File: config.mk
export PLATFORM = sky130hd
export DESIGN_NAME = adc_serial_framer
export DESIGN_NICKNAME = d
export VERILOG_FILES = /design/src/rtl/sfr_pkg.sv /design/src/rtl/sfr_fmt.sv /design/src/rtl/sfr_lane.sv /design/src/rtl/sfr_seq.sv /design/src/rtl/adc_serial_framer.sv
export SDC_FILE = /design/constraint.sdc
export NUM_CORES = 1
export LEC_CHECK = 0
export ABC_AREA = 1
export BUFFER_PORTS_ARGS = -buffer_cell sky130_fd_sc_hd__buf_2
export CAP_MARGIN = 10
export CORE_ASPECT_RATIO = 2
export CORE_MARGIN = 4
export CORE_UTILIZATION = 29
export CTS_CLUSTER_DIAMETER = 200
export DETAILED_ROUTE_END_ITERATION = 12
export GPL_ROUTABILITY_DRIVEN = 0
export GPL_TIMING_DRIVEN = 0
export PLACE_DENSITY_LB_ADDON = 0.25
export SLEW_MARGIN = 10
export SYNTH_ARGS = -nofsm -noshare
export SYNTH_HDL_FRONTEND = slang
export SYNTH_HIERARCHICAL = 1
export SYNTH_SLANG_ARGS = --single-unit
File: constraint.sdc
create_clock -name clk -period 1.8 [get_ports clk]
set_input_delay 0.36 -clock clk [delete_from_list [all_inputs] [get_ports clk]]
set_output_delay 0.36 -clock clk [all_outputs]
set_load 0.005 [all_outputs]
File: src/rtl/sfr_pkg.sv
package sfr_pkg;
  // sequencer phases: restart gap, idle at byte boundary, sending a byte
  typedef enum logic [1:0] {
    SQ_SYNC = 2'd0,
    SQ_IDLE = 2'd1,
    SQ_SEND = 2'd2
  } sq_state_e;
endpackage

File: src/rtl/sfr_fmt.sv
module sfr_fmt #(
  parameter int W = 8
) (
  input  logic [W-1:0] raw,
  input  logic         clip,
  input  logic         clip_hi,
  input  logic         twos,
  output logic [W-1:0] code
);
  logic [W-1:0] clamped;

  always_comb begin
    clamped = clip ? {W{clip_hi}} : raw;
    code    = clamped;
    code[W-1] = clamped[W-1] ^ twos;
  end
endmodule

File: src/rtl/sfr_lane.sv
module sfr_lane #(
  parameter int W = 8
) (
  input  logic         clk,
  input  logic         rst_n,
  input  logic         load,
  input  logic         shift,
  input  logic [W-1:0] code,
  input  logic         clip_in,
  output logic         bit_o,
  output logic         clip_o
);
  logic [W-2:0] rest;

  always_ff @(posedge clk) begin
    if (!rst_n) begin
      bit_o  <= 1'b0;
      rest   <= '0;
      clip_o <= 1'b0;
    end else if (load) begin
      bit_o  <= code[W-1];
      rest   <= code[W-2:0];
      clip_o <= clip_in;
    end else if (shift) begin
      bit_o <= rest[W-2];
      rest  <= {rest[W-3:0], 1'b0};
    end
  end
endmodule

File: src/rtl/sfr_seq.sv
module sfr_seq
  import sfr_pkg::*;
#(
  parameter int W      = 8,
  parameter int RESYNC = 2
) (
  input  logic clk,
  input  logic rst_n,
  input  logic lock_n,
  input  logic s_valid,
  output logic s_ready,
  output logic load,
  output logic shift,
  output logic dco,
  output logic fco
);
  localparam int HALF = W / 2;
  localparam int CW   = $clog2(W);
  localparam int RW   = $clog2(RESYNC + 1);

  sq_state_e   st;
  logic [CW-1:0] cnt;
  logic [RW-1:0] rs;
  logic          last;

  always_comb begin
    last    = (cnt == CW'(W - 1));
    s_ready = !lock_n && ((st == SQ_IDLE) || (st == SQ_SEND && last));
    load    = s_ready && s_valid;
    shift   = !lock_n && (st == SQ_SEND) && !last;
  end

  always_ff @(posedge clk) begin
    if (!rst_n) begin
      st  <= SQ_SYNC;
      cnt <= '0;
      rs  <= RW'(RESYNC);
      dco <= 1'b0;
      fco <= 1'b0;
    end else if (lock_n) begin
      // frozen: outputs hold, byte in flight dropped
      st <= SQ_SYNC;
      rs <= RW'(RESYNC);
    end else begin
      dco <= ~dco;
      unique case (st)
        SQ_SYNC: begin
          fco <= 1'b0;
          if (rs <= RW'(1)) st <= SQ_IDLE;
          else              rs <= rs - RW'(1);
        end
        SQ_IDLE: begin
          if (load) begin
            st  <= SQ_SEND;
            cnt <= '0;
            fco <= 1'b1;
          end else begin
            fco <= 1'b0;
          end
        end
        SQ_SEND: begin
          if (last) begin
            if (load) begin
              cnt <= '0;
              fco <= 1'b1;
            end else begin
              st  <= SQ_IDLE;
              fco <= 1'b0;
            end
          end else begin
            cnt <= cnt + CW'(1);
            fco <= (cnt < CW'(HALF - 1));
          end
        end
        default: st <= SQ_SYNC;
      endcase
    end
  end
endmodule

File: src/rtl/adc_serial_framer.sv
module adc_serial_framer #(
  parameter int NCH    = 4,
  parameter int W      = 8,
  parameter int RESYNC = 2
) (
  input  logic           clk,
  input  logic           rst_n,
  input  logic           pll_lock_n,
  input  logic           twos_sel,
  input  logic           s_valid,
  output logic           s_ready,
  input  logic [NCH*W-1:0] s_data,
  input  logic [NCH-1:0] s_clip,
  input  logic [NCH-1:0] s_clip_hi,
  output logic [NCH-1:0] lane_o,
  output logic           bitclk_o,
  output logic           frame_o,
  output logic [NCH-1:0] clip_o
);
  logic load;
  logic shift;

  sfr_seq #(.W(W), .RESYNC(RESYNC)) u_seq (
    .clk     (clk),
    .rst_n   (rst_n),
    .lock_n  (pll_lock_n),
    .s_valid (s_valid),
    .s_ready (s_ready),
    .load    (load),
    .shift   (shift),
    .dco     (bitclk_o),
    .fco     (frame_o)
  );

  for (genvar i = 0; i < NCH; i++) begin : g_ch
    logic [W-1:0] code;

    sfr_fmt #(.W(W)) u_fmt (
      .raw     (s_data[i*W +: W]),
      .clip    (s_clip[i]),
      .clip_hi (s_clip_hi[i]),
      .twos    (twos_sel),
      .code    (code)
    );

    sfr_lane #(.W(W)) u_lane (
      .clk     (clk),
      .rst_n   (rst_n),
      .load    (load),
      .shift   (shift),
      .code    (code),
      .clip_in (s_clip[i]),
      .bit_o   (lane_o[i]),
      .clip_o  (clip_o[i])
    );
  end
endmodule

==> impl_metrics.py, run 1 <==
metrics = {
    "cts": {
        "cts_inserted_buffers": 5,
        "htreeDepth": 2,
        "clk_pin_slew_ns": 0.06,
        "clk_latency_ns": 0.29,
        "hold_buffers": 0,
        "clkSinkCount": 45,
        "clock_path_buffers": 2,
        "cts_tree": "yes",
        "clock-root-buffer": "clkbuf_16",
    },
    "finish": {
        "syn_to_final_growth_pct": 33.6,
        "layout.nets": 546,
        "n_antenna_cell": 0,
        "fin_area_sq_um": 3430,
        "fin_cells": 593,
        "drive_gt1_frac": 0.264,
        "utilization": 0.396,
    },
    "timing": {
        "whs_ns": 0.351,
        "finalHoldViolCount": 0,
        "slew_headroom": 0.599,
        "max_freq_mhz": 569,
        "worst-slew-pin-transition_ns": 0.601,
        "rsz0062_at_grt": "yes",
        "min_period_ns": 1.76,
        "fin_skew_ns": 0.00510,
        "final.period_utilization": 0.976,
        "setup_violations": 0,
        "slew_viol_final": 0,
    },
    "synthesis": {
        "netlist_instances": 418,
        "synthMuxAreaShare": 0,
        "synth_top_family_by_area": "simple AND/OR/NAND/NOR gates",
        "synth_cell_types": 19,
        "synth_compound_area_frac": 0.0576,
        "syn_area_sq_um": 2560,
        "yosys.area_share.xor_xnor": 0,
        "synth_area_per_cell_sq_um": 6.14,
        "yosys_warnings": 6,
        "synth-seq-cells": 45,
        "synth_fp_nets": 471,
        "ys_seq_area_frac": 0.351,
        "synthAdderAreaFrac": 0.0390,
        "yosys.area_share.simple": 0.444,
    },
    "global_route": {
        "grt_start_max_net_pins": 32,
        "antenna_found_initial": 0,
        "grt_pass1_vias": 2581,
        "grt_use_total": 0.134,
        "grt-ovfl-total": 0,
        "grt_pass1_wl_um": 11100,
    },
    "setup_path": {
        "cp_max_fo": 8,
        "rrSetupSlack_ns": 0.04,
        "worstPathRequired_ns": 2.03,
        "startpoint_type": "flop",
        "path_buf_inv": 4,
        "cp_cell_sequence": "ha_4, ha_4, nand2_4, a21oi_4, nand2_2, clkinv_4, buf_12, buf_6, nor2_4, nand2_1, nand3_1, nand2_1, inv_1",
        "cp_slowest_stage_delay_ns": 0.36,
        "slowest_stage": "dfxtp_4",
        "arrival_ns": 1.99,
        "critPathCaptureType": "flop",
        "path_class": "flop to flop",
        "cp_top_family": "simple AND/OR/NAND/NOR gates",
    },
    "run_status": {
        "status": "completed",
    },
    "drt": {
        "drt_iter0_drc": 125,
        "num_vias": 2709,
        "final_antenna_net_count": 0,
        "first_pass_iters": 4,
        "routed_wl_um": 6640,
        "post_drt_wl_per_cell_um": 11.2,
        "drc": 0,
        "via_per_inst": 4.57,
    },
    "power_and_ir_drop": {
        "powerDensity_nw_per_um2": 730,
        "leakagePower_nw": 1.90,
        "vdd_drop_max_mv": 0.524,
        "power.total_mw": 2.50,
    },
    "min_path": {
        "hold_class": "input pin to flop",
    },
    "floorplanning": {
        "die-area_sq_um": 10500,
        "num_rows": 48,
        "initial_core_util": 0.297,
        "dieWidth_um": 74.5,
        "die_h_um": 141,
        "ios": 56,
        "core_area_sq_um": 8650,
    },
    "placed_design": {
        "dp_cells": 573,
        "placed_cell_area_sq_um": 2970,
        "port_buffers": 55,
        "dpl.hpwl_um": 4970,
    },
    "job": {
        "drv_cap": 0,
    },
}
## layout make-up
class	instances	area, sq um
inverters	54	208
multi-input cells	311	1510
fillers	973	5220
repair buffers	68	423
well taps	100	125
plain buffers	8	105
flip-flops and latches	45	913
clock buffers	7	143
## worst register-to-register path, cell delays in order (launching register included)
cell and delay (ns):
dfxtp_4 0.36, ha_4 0.16, ha_4 0.17, nand2_4 0.07, a21oi_4 0.06, nand2_2 0.10
clkinv_4 0.07, buf_12 0.13, buf_6 0.11, nor2_4 0.18, nand2_1 0.08, nand3_1 0.09
nand2_1 0.07, inv_1 0.07
## where the power goes
group / switching [mW] / total (mW) / internal [mW]
clock: 0.368 / 0.913 / 0.545
combinational: 0.312 / 0.525 / 0.212
sequential: 0.0279 / 1.07 / 1.04
## synth_stat cells
master | n | area, sq um
nand2_1 | 191 | 717
nand3_1 | 47 | 235
dfxtp_1 | 45 | 901
inv_1 | 45 | 169
a21oi_1 | 19 | 95.1
nor2_1 | 18 | 67.6
inv_2 | 9 | 33.8
nand2_2 | 9 | 56.3
ha_1 | 8 | 100
o21ai_1 | 5 | 25.0
buf_4 | 4 | 30.0
buf_6 | 4 | 45.0
nor2_2 | 4 | 25.0
o21ai_0 | 4 | 20.0
nand4_1 | 2 | 12.5
nand3b_1 | 1 | 7.51
nor3_2 | 1 | 10.0
nor3b_1 | 1 | 7.51
o211ai_1 | 1 | 7.51
## metal layers
metal  GRT usage  up-vias  wire, um
met2       0.258       48      3870
met4      0.0469        0        97
met3      0.0264        5       250
met1       0.135     1215      2420
li1            -     1441         -
met5           0        -         0
## path summary, 6_finish.rpt
| path | from | end | cells past startpoint |
|---|---|---|---|
| setup / recovery | u_seq/cnt[0]$_SDFFE_PN0P_ | g_ch[3].u_lane/rest[5]$_SDFFE_PN0P_ | 13 |
| setup reg to reg | u_seq/cnt[0]$_SDFFE_PN0P_ | g_ch[3].u_lane/rest[5]$_SDFFE_PN0P_ | 13 |
| hold / removal | s_clip[2] | g_ch[2].u_lane/clip_o$_SDFFE_PN0P_ | 3 |
| hold reg to reg | u_seq/dco$_SDFFE_PN0N_ | u_seq/dco$_SDFFE_PN0N_ | 1 |
## timing repair
item                                    4_1_cts  5_1_grt
endpoints found under the hold margin         0        0
pin swaps                                     1       17
gates resized for setup                      14       37
endpoints found under the setup margin       37       33
buffers inserted                              3        9
cloned                                        0        1
## logic make-up (layout without fill, tap and decap cells)
group                    after synthesis  after routing
AND/OR/NAND/NOR                      274            274
buffers and inverters                 62            137
flip-flops                            45             45
AO/OA/AOI/OAI                         29             29
adder cells (fa/ha/maj)                8              8
## registers in the layout, indices dropped and copies added, names as in the netlist
name and count:
u_seq/rs 2, g_ch.u_lane/rest 28, u_seq/dco 1, u_seq/st 2, u_seq/cnt 3, g_ch.u_lane/clip_o 4, g_ch.u_lane/bit_o 4, u_seq/fco 1
## placed cells by master (no fill, tap or decap)
cell type,Yosys,final
buf_12,0,2
dfxtp_2,0,1
nor2_4,0,3
a21oi_2,0,5
o21ai_0,4,4
clkinv_4,0,1
nand3b_1,1,1
clkbuf_1,0,1
nand4_1,2,2
clkbuf_8,0,1
buf_2,0,55
nor2_2,4,1
nand3_1,47,44
nand2_1,191,186
dfxtp_1,45,41
buf_6,4,6
nor2_1,18,18
o211ai_1,1,1
clkbuf_16,0,6
a21oi_4,0,1
nand2_4,0,1
o21ai_1,5,5
nor3b_1,1,1
ha_4,0,3
nand2_2,9,13
inv_1,45,42
buf_8,0,4
dfxtp_4,0,3
ha_2,0,1
a21oi_1,19,13
buf_4,4,8
nand3_2,0,3
nor3_4,0,1
inv_2,9,11
ha_1,8,4
## per-stage QoR
| step | setup TNS (ns) | setup WS (ns) |
|---|---|---|
| finish | 0 | 0.0425 |
| floorplan | 0 | 0.0755 |
| global placement | -2.99 | -0.140 |
| global route | -1.11 | -0.0794 |
| CTS | 0 | 0.0108 |
| detailed placement | -3.21 | -0.145 |
Power figures use the tool's default switching activity.
==> inputs of run 2 (changes only) <==
--- a/config.mk
+++ b/config.mk
@@ -10,7 +10,7 @@
 export CAP_MARGIN = 10
 export CORE_ASPECT_RATIO = 2
 export CORE_MARGIN = 4
-export CORE_UTILIZATION = 29
+export CORE_UTILIZATION = 49
 export CTS_CLUSTER_DIAMETER = 200
 export DETAILED_ROUTE_END_ITERATION = 12
 export GPL_ROUTABILITY_DRIVEN = 0
==> run 2 against run 1 <==
Against the previous run: register-to-register slack better by 0.06 ns; critical path depth decreased by 1; combinational power is 5.3% lower; sequential cell count is the same; non-clock buffer count down 5; core utilization is 23 points higher; worst setup slack gained 0.065 ns; hold slack worse by 0.0069 ns; largest power group unchanged.
==> impl_metrics.py, run 2 (synthesized netlist as in run 1, its figures left out) <==
metrics = {
    "finish": {
        "syn_to_final_growth_pct": 25.2,
        "final_common_cell": "nand2_1",
        "layout.nets": 541,
        "drive_gt1_frac": 0.233,
        "fillers": 513,
        "reg_top3": "g_ch.u_lane/rest: 28 flops, g_ch.u_lane/bit_o: 4 flops, g_ch.u_lane/clip_o: 4 flops",
        "mostFrequentLayoutCells": "189 x nand2_1, 55 x buf_2, 47 x nand3_1",
        "largest-register": "g_ch.u_lane/rest",
        "n_antenna_cell": 0,
        "largest_register_ffs": 28,
    },
    "cts": {
        "cts_tree": "yes",
        "htreeDepth": 2,
        "clk_latency_ns": 0.29,
        "clkSinkCount": 45,
        "clk_pin_slew_ns": 0.08,
        "clock_path_buffers": 2,
        "cts_inserted_buffers": 5,
        "clock-root-buffer": "clkbuf_8",
    },
    "power_and_ir_drop": {
        "p_clk_frac": 0.276,
        "p_sw_mw": 0.650,
        "leakagePower_nw": 1.81,
        "p_sw_frac": 0.302,
        "seq_power_share": 0.494,
        "power.total_mw": 2.16,
        "vdd_drop_max_mv": 0.719,
        "powerDensity_nw_per_um2": 671,
        "p_int_mw": 1.51,
        "power_frac_comb": 0.230,
    },
    "floorplanning": {
        "initial_core_util": 0.504,
        "ios": 56,
        "num_rows": 37,
        "die-area_sq_um": 6530,
        "core_area_sq_um": 5090,
        "die_h_um": 110,
        "dieWidth_um": 59.2,
    },
    "min_path": {
        "hold_class": "input pin to flop",
    },
    "timing": {
        "min_period_ns": 1.69,
        "slew_headroom": 0.608,
        "final.period_utilization": 0.941,
        "setup_tns_ns": 0,
        "max_freq_mhz": 591,
        "finalHoldViolCount": 0,
        "worst-slew-pin-transition_ns": 0.588,
        "slew_viol_final": 0,
        "finalWorstSetupSlack_ns": 0.107,
        "setup_violations": 0,
        "fin_skew_ns": 0.00490,
    },
    "setup_path": {
        "cp_cell_sequence": "ha_4, ha_4, nand2_2, a21oi_4, nand2_2, clkinv_4, buf_6, inv_2, nand3_1, nand3_1, nand2_1, inv_1",
        "startpoint_type": "flop",
        "arrival_ns": 1.93,
        "slowest_stage": "dfxtp_4",
        "path_class": "flop to flop",
        "worstPathRequired_ns": 2.04,
        "critPathCaptureType": "flop",
        "path_buf_inv": 4,
        "cp_top_family": "buffers and inverters",
        "cp_max_fo": 8,
        "cp_slowest_stage_delay_ns": 0.35,
    },
    "drt": {
        "drt_iter0_drc": 78,
        "final_antenna_net_count": 0,
        "via_per_inst": 4.93,
        "drc": 0,
        "post_drt_wl_per_cell_um": 10.4,
        "routed_wl_um": 5690,
        "first_pass_iters": 4,
        "num_vias": 2696,
    },
    "global_route": {
        "grt-ovfl-total": 0,
        "grt_pass1_vias": 2408,
        "grt_start_max_net_pins": 32,
        "antenna_found_initial": 0,
        "grt_use_total": 0.187,
        "grt_pass1_wl_um": 9600,
    },
    "run_status": {
        "status": "completed",
    },
    "placed_design": {
        "dpl.hpwl_um": 4320,
        "post-place-ws_ns": -0.129,
        "port_buffers": 55,
    },
    "job": {
        "drv_cap": 0,
    },
}
==> run 2: worst paths after layout <==
check / startpoint / to / slack, ns / depth (start not counted)
worst max-delay path: u_seq/cnt[0]$_SDFFE_PN0P_ / g_ch[1].u_lane/rest[3]$_SDFFE_PN0P_ / 0.11 / 12
worst min-delay path: s_clip[2] / g_ch[2].u_lane/clip_o$_SDFFE_PN0P_ / 0.34 / 3
worst max register to register: u_seq/cnt[0]$_SDFFE_PN0P_ / g_ch[1].u_lane/rest[3]$_SDFFE_PN0P_ / 0.11 / 12
worst min register to register: u_seq/rs[0]$_SDFFE_PP0P_ / u_seq/rs[0]$_SDFFE_PP0P_ / 0.47 / 1
==> run 2: layout make-up <==
| type | count | area (sq um) | share of cell area |
|---|---|---|---|
| Clock buffer | 6 | 72.6 | 0.0226 |
| Multi-Input combinational cell | 311 | 1470 | 0.457 |
| Clock inverter | 2 | 10.0 | 0.00312 |
| Sequential cell | 45 | 908 | 0.283 |
| Inverter | 54 | 215 | 0.0670 |
| Tap cell | 58 | 72.6 | 0.0226 |
| Timing Repair Buffer | 63 | 373 | 0.116 |
| Buffer | 8 | 93.8 | 0.0292 |
==> run 2: tightest hold or removal path, cell delays in order <==
cell,delay (ns)
buf_2,0.11
nor2_1,0.05
nor2_1,0.08
==> run 2: power groups by stage <==
| stage | logic (mW) | registers [mW] | clock network [mW] |
|---|---|---|---|
| final | 0.497 | 1.07 | 0.594 |
| after floorplan | 0.306 | 1.08 | 0 |
| after global placement | 0.445 | 1.08 | 0 |
| after CTS | 0.473 | 1.06 | 0.619 |
| after global routing | 0.578 | 1.07 | 0.654 |
| after detailed placement | 0.455 | 1.09 | 0 |
==> run 2: stage by stage <==
| stage | cells | instance area, sq um | utilization | hold slack (ns) |
|---|---|---|---|---|
| detailed placement | 531 | 2910 | 0.572 | 0.456 |
| CTS | 542 | 3090 | 0.606 | 0.342 |
| global route | 547 | 3210 | 0.631 | 0.359 |
| floorplan | 418 | 2560 | - | 0.428 |
| global placement | 531 | 2910 | 0.572 | 0.438 |
| finish | 547 | 3210 | 0.631 | 0.344 |
==> run 2: layer usage <==
layer	GRT usage	part of all wire
met5	0	0
met3	0.0303	0.032
met1	0.188	0.38
met2	0.368	0.58
met4	0.0648	0.010
==> run 2: repair_timing <==
action,in CTS,in global routing
endpoints found under the setup margin,33,37
endpoints found under the hold margin,0,0
pin swaps,1,2
buffers inserted,3,5
resized for setup,11,22
hold buffers,0,0
==> inputs of run 3 (changes only) <==
--- a/config.mk
+++ b/config.mk
@@ -5,12 +5,11 @@
 export SDC_FILE = /design/constraint.sdc
 export NUM_CORES = 1
 export LEC_CHECK = 0
-export ABC_AREA = 1
 export BUFFER_PORTS_ARGS = -buffer_cell sky130_fd_sc_hd__buf_2
 export CAP_MARGIN = 10
 export CORE_ASPECT_RATIO = 2
 export CORE_MARGIN = 4
-export CORE_UTILIZATION = 49
+export CORE_UTILIZATION = 50
 export CTS_CLUSTER_DIAMETER = 200
 export DETAILED_ROUTE_END_ITERATION = 12
 export GPL_ROUTABILITY_DRIVEN = 0
==> run 3 against run 2 <==
Against the previous run: final cell count shrank 23%; sequential power hardly changed; largest power group unchanged; routed wire length increased by 4.7%; via count down 17%; first-iteration DRC count down 29%; sequential share of layout area fell by 2.3 points; non-clock buffer count is 13 higher; combinational power shrank 27%; register-to-register slack got worse by 0.11 ns; clock-buffer cell count down 1; the flow now finishes with violations (negative setup slack); global-route usage is 0.86 points lower; hold slack better by 0.0071 ns.
==> impl_metrics.py, run 3 <==
metrics = {
    "cts": {
        "cts_tree": "yes",
        "clkSinkCount": 45,
        "cts_inserted_buffers": 5,
        "clock_path_buffers": 2,
        "clk_pin_slew_ns": 0.08,
        "clock-root-buffer": "clkbuf_8",
        "clk_latency_ns": 0.30,
        "htreeDepth": 2,
    },
    "global_route": {
        "grt_pass1_wl_um": 9430,
        "use_met2": 0.330,
        "grt_use_total": 0.178,
        "globalRoute.busiestLayer": "met2",
        "grt-ovfl-total": 0,
        "antenna_found_initial": 0,
        "grt_pass1_vias": 2153,
        "grt_start_max_net_pins": 17,
        "grt_use_met1": 0.184,
        "grtUsageMet3": 0.0340,
    },
    "synthesis": {
        "synth_fp_nets": 336,
        "netlist_instances": 283,
        "synth_top_area_cell": "dfxtp_1",
        "synth_area_per_cell_sq_um": 9.82,
        "netlist.area_leader.share": 0.324,
        "synth.area.top_cells": "dfxtp_1 32%, mux2_4 15%, o211a_1 10%",
        "postSynth.asyncResetShare": 0,
        "yosys_warnings": 6,
        "synth_edf_count": 0,
        "synth-seq-cells": 45,
        "dominantRegCellSynth": "dfxtp_1",
        "synth_cell_types": 31,
        "netlist_top_cells_count": "45 x dfxtp_1, 33 x inv_1, 32 x nand2b_1",
        "yosysMostFrequentCell": "dfxtp_1",
        "syn_area_sq_um": 2780,
        "ys_seq_area_frac": 0.324,
    },
    "drt": {
        "post_drt_wl_per_cell_um": 14.2,
        "drt_iter0_drc": 55,
        "drc": 0,
        "final_antenna_net_count": 0,
        "via_per_inst": 5.33,
        "num_vias": 2245,
        "first_pass_iters": 4,
        "routed_wl_um": 5960,
    },
    "finish": {
        "utilization": 0.642,
        "fin_cells": 421,
        "fin_area_sq_um": 3480,
        "mostFrequentLayoutCells": "55 x buf_2, 41 x dfxtp_1, 33 x inv_1",
        "syn_to_final_growth_pct": 25.2,
        "layout.nets": 414,
        "drive_gt1_frac": 0.380,
        "fillers": 471,
        "reg_top3": "g_ch.u_lane/rest: 28 flops, g_ch.u_lane/bit_o: 4 flops, g_ch.u_lane/clip_o: 4 flops",
        "largest_register_ffs": 28,
        "final_common_cell": "buf_2",
        "n_antenna_cell": 0,
        "largest-register": "g_ch.u_lane/rest",
    },
    "job": {
        "drv_cap": 0,
    },
    "timing": {
        "rsz0062_at_grt": "yes",
        "fin_skew_ns": 0.00864,
        "setup_violations": 3,
        "worst-slew-pin-transition_ns": 0.541,
        "min_period_ns": 1.80,
        "final.period_utilization": 1.00,
        "finalWorstSetupSlack_ns": -0.00430,
        "max_freq_mhz": 554,
        "slew_viol_final": 0,
        "setup_tns_ns": -0.00671,
        "slew_headroom": 0.640,
        "finalHoldViolCount": 0,
    },
    "setup_path": {
        "critPathCaptureType": "flop",
        "startpoint_type": "flop",
        "arrival_ns": 2.00,
        "cp_max_fo": 8,
        "path_class": "flop to flop",
        "worstPathRequired_ns": 1.99,
    },
    "placed_design": {
        "port_buffers": 55,
        "post-place-ws_ns": -0.437,
        "dpl.hpwl_um": 4130,
        "dp_cells": 398,
        "placed_cell_area_sq_um": 3160,
    },
    "power_and_ir_drop": {
        "vdd_drop_max_mv": 0.647,
        "powerDensity_nw_per_um2": 616,
        "leakagePower_nw": 1.87,
    },
    "run_status": {
        "violations": "negative setup slack",
        "status": "finished, violations left",
    },
    "floorplanning": {
        "initial_core_util": 0.513,
        "die-area_sq_um": 6890,
        "core_area_sq_um": 5420,
        "num_rows": 38,
        "dieWidth_um": 60.7,
        "ios": 56,
        "die_h_um": 113,
    },
    "min_path": {
        "hold_class": "input pin to flop",
    },
}
==> run 3: cell count changes after synthesis, moves of 11 or more <==
| cell | change |
|---|---|
| nand2b_1 | +32 |
| o211a_1 | +28 |
| nand2_1 | -180 |
| o21ai_0 | +25 |
| nand3_1 | -47 |
| mux2_4 | +28 |
| a21oi_1 | -18 |
| inv_1 | -12 |
| nor2_1 | -11 |
==> run 3: worst max-delay path, stage by stage (launching register included) <==
cell	delay (ns)
dfxtp_2	0.35
ha_4	0.16
ha_4	0.17
nand2b_4	0.15
nor2_4	0.18
buf_6	0.18
mux2_4	0.30
o211a_1	0.21
==> run 3: cell type report <==
cell class	count	area (sq um)	area share
multi-input cells	192	1710	0.491
well taps	60	75.1	0.0216
inverters	33	124	0.0356
clock inverters	2	35.0	0.0101
flip-flops and latches	45	906	0.260
clock buffers	5	68.8	0.0198
repair buffers	68	398	0.114
plain buffers	16	165	0.0474
==> run 3: worst paths after layout <==
path	startpoint	endpoint	slack, ns	cells past startpoint
worst min-delay path	s_clip[2]	g_ch[2].u_lane/clip_o$_SDFFE_PN0P_	0.35	3
worst max register to register	u_seq/cnt[1]$_SDFFE_PN0P_	g_ch[1].u_lane/rest[3]$_SDFFE_PN0P_	-0.004	7
worst min register to register	u_seq/fco$_SDFFE_PN0P_	u_seq/fco$_SDFFE_PN0P_	0.49	2
worst max-delay path	u_seq/cnt[1]$_SDFFE_PN0P_	g_ch[1].u_lane/rest[3]$_SDFFE_PN0P_	-0.004	7
==> run 3: report_power, final <==
group | switching [mW] | internal, mW
combinational | 0.163 | 0.199
clock | 0.336 | 0.404
sequential | 0.0179 | 1.03
==> run 3: kinds of logic (layout without fill, tap and decap cells) <==
kind of cell             Yosys count  count (layout)  synth area share
AO/OA/AOI/OAI                     72              72             0.201
AND/OR/NAND/NOR                   66              69             0.138
buffers and inverters             49             124            0.0986
flip-flops                        45              45             0.324
multiplexers                      37              37             0.184
adder cells (fa/ha/maj)            8               8            0.0360
XOR/XNOR                           6               6            0.0189
==> run 3: what timing repair did <==
item / CTS / global route
hold buffers: 0 / 0
endpoints found under the hold margin: 0 / 0
cloned: 2 / 1
buffers inserted: 6 / 7
setup endpoints to repair: 38 / 38
pin swaps: 3 / 11
gates resized for setup: 8 / 11
==> run 3: metrics by stage <==
step | hold slack [ns] | total power [mW]
2_1_floorplan | 0.458 | 1.28
3_3_place_gp | 0.462 | 1.38
3_5_place_dp | 0.485 | 1.39
4_1_cts | 0.348 | 2.14
5_1_grt | 0.382 | 2.25
6_report | 0.351 | 2.14
==> run 3: routing by layer <==
metal,up-vias,part of all wire
li1,1128,-
met5,-,0
met1,1054,0.38
met4,0,0.026
met2,50,0.55
met3,13,0.038
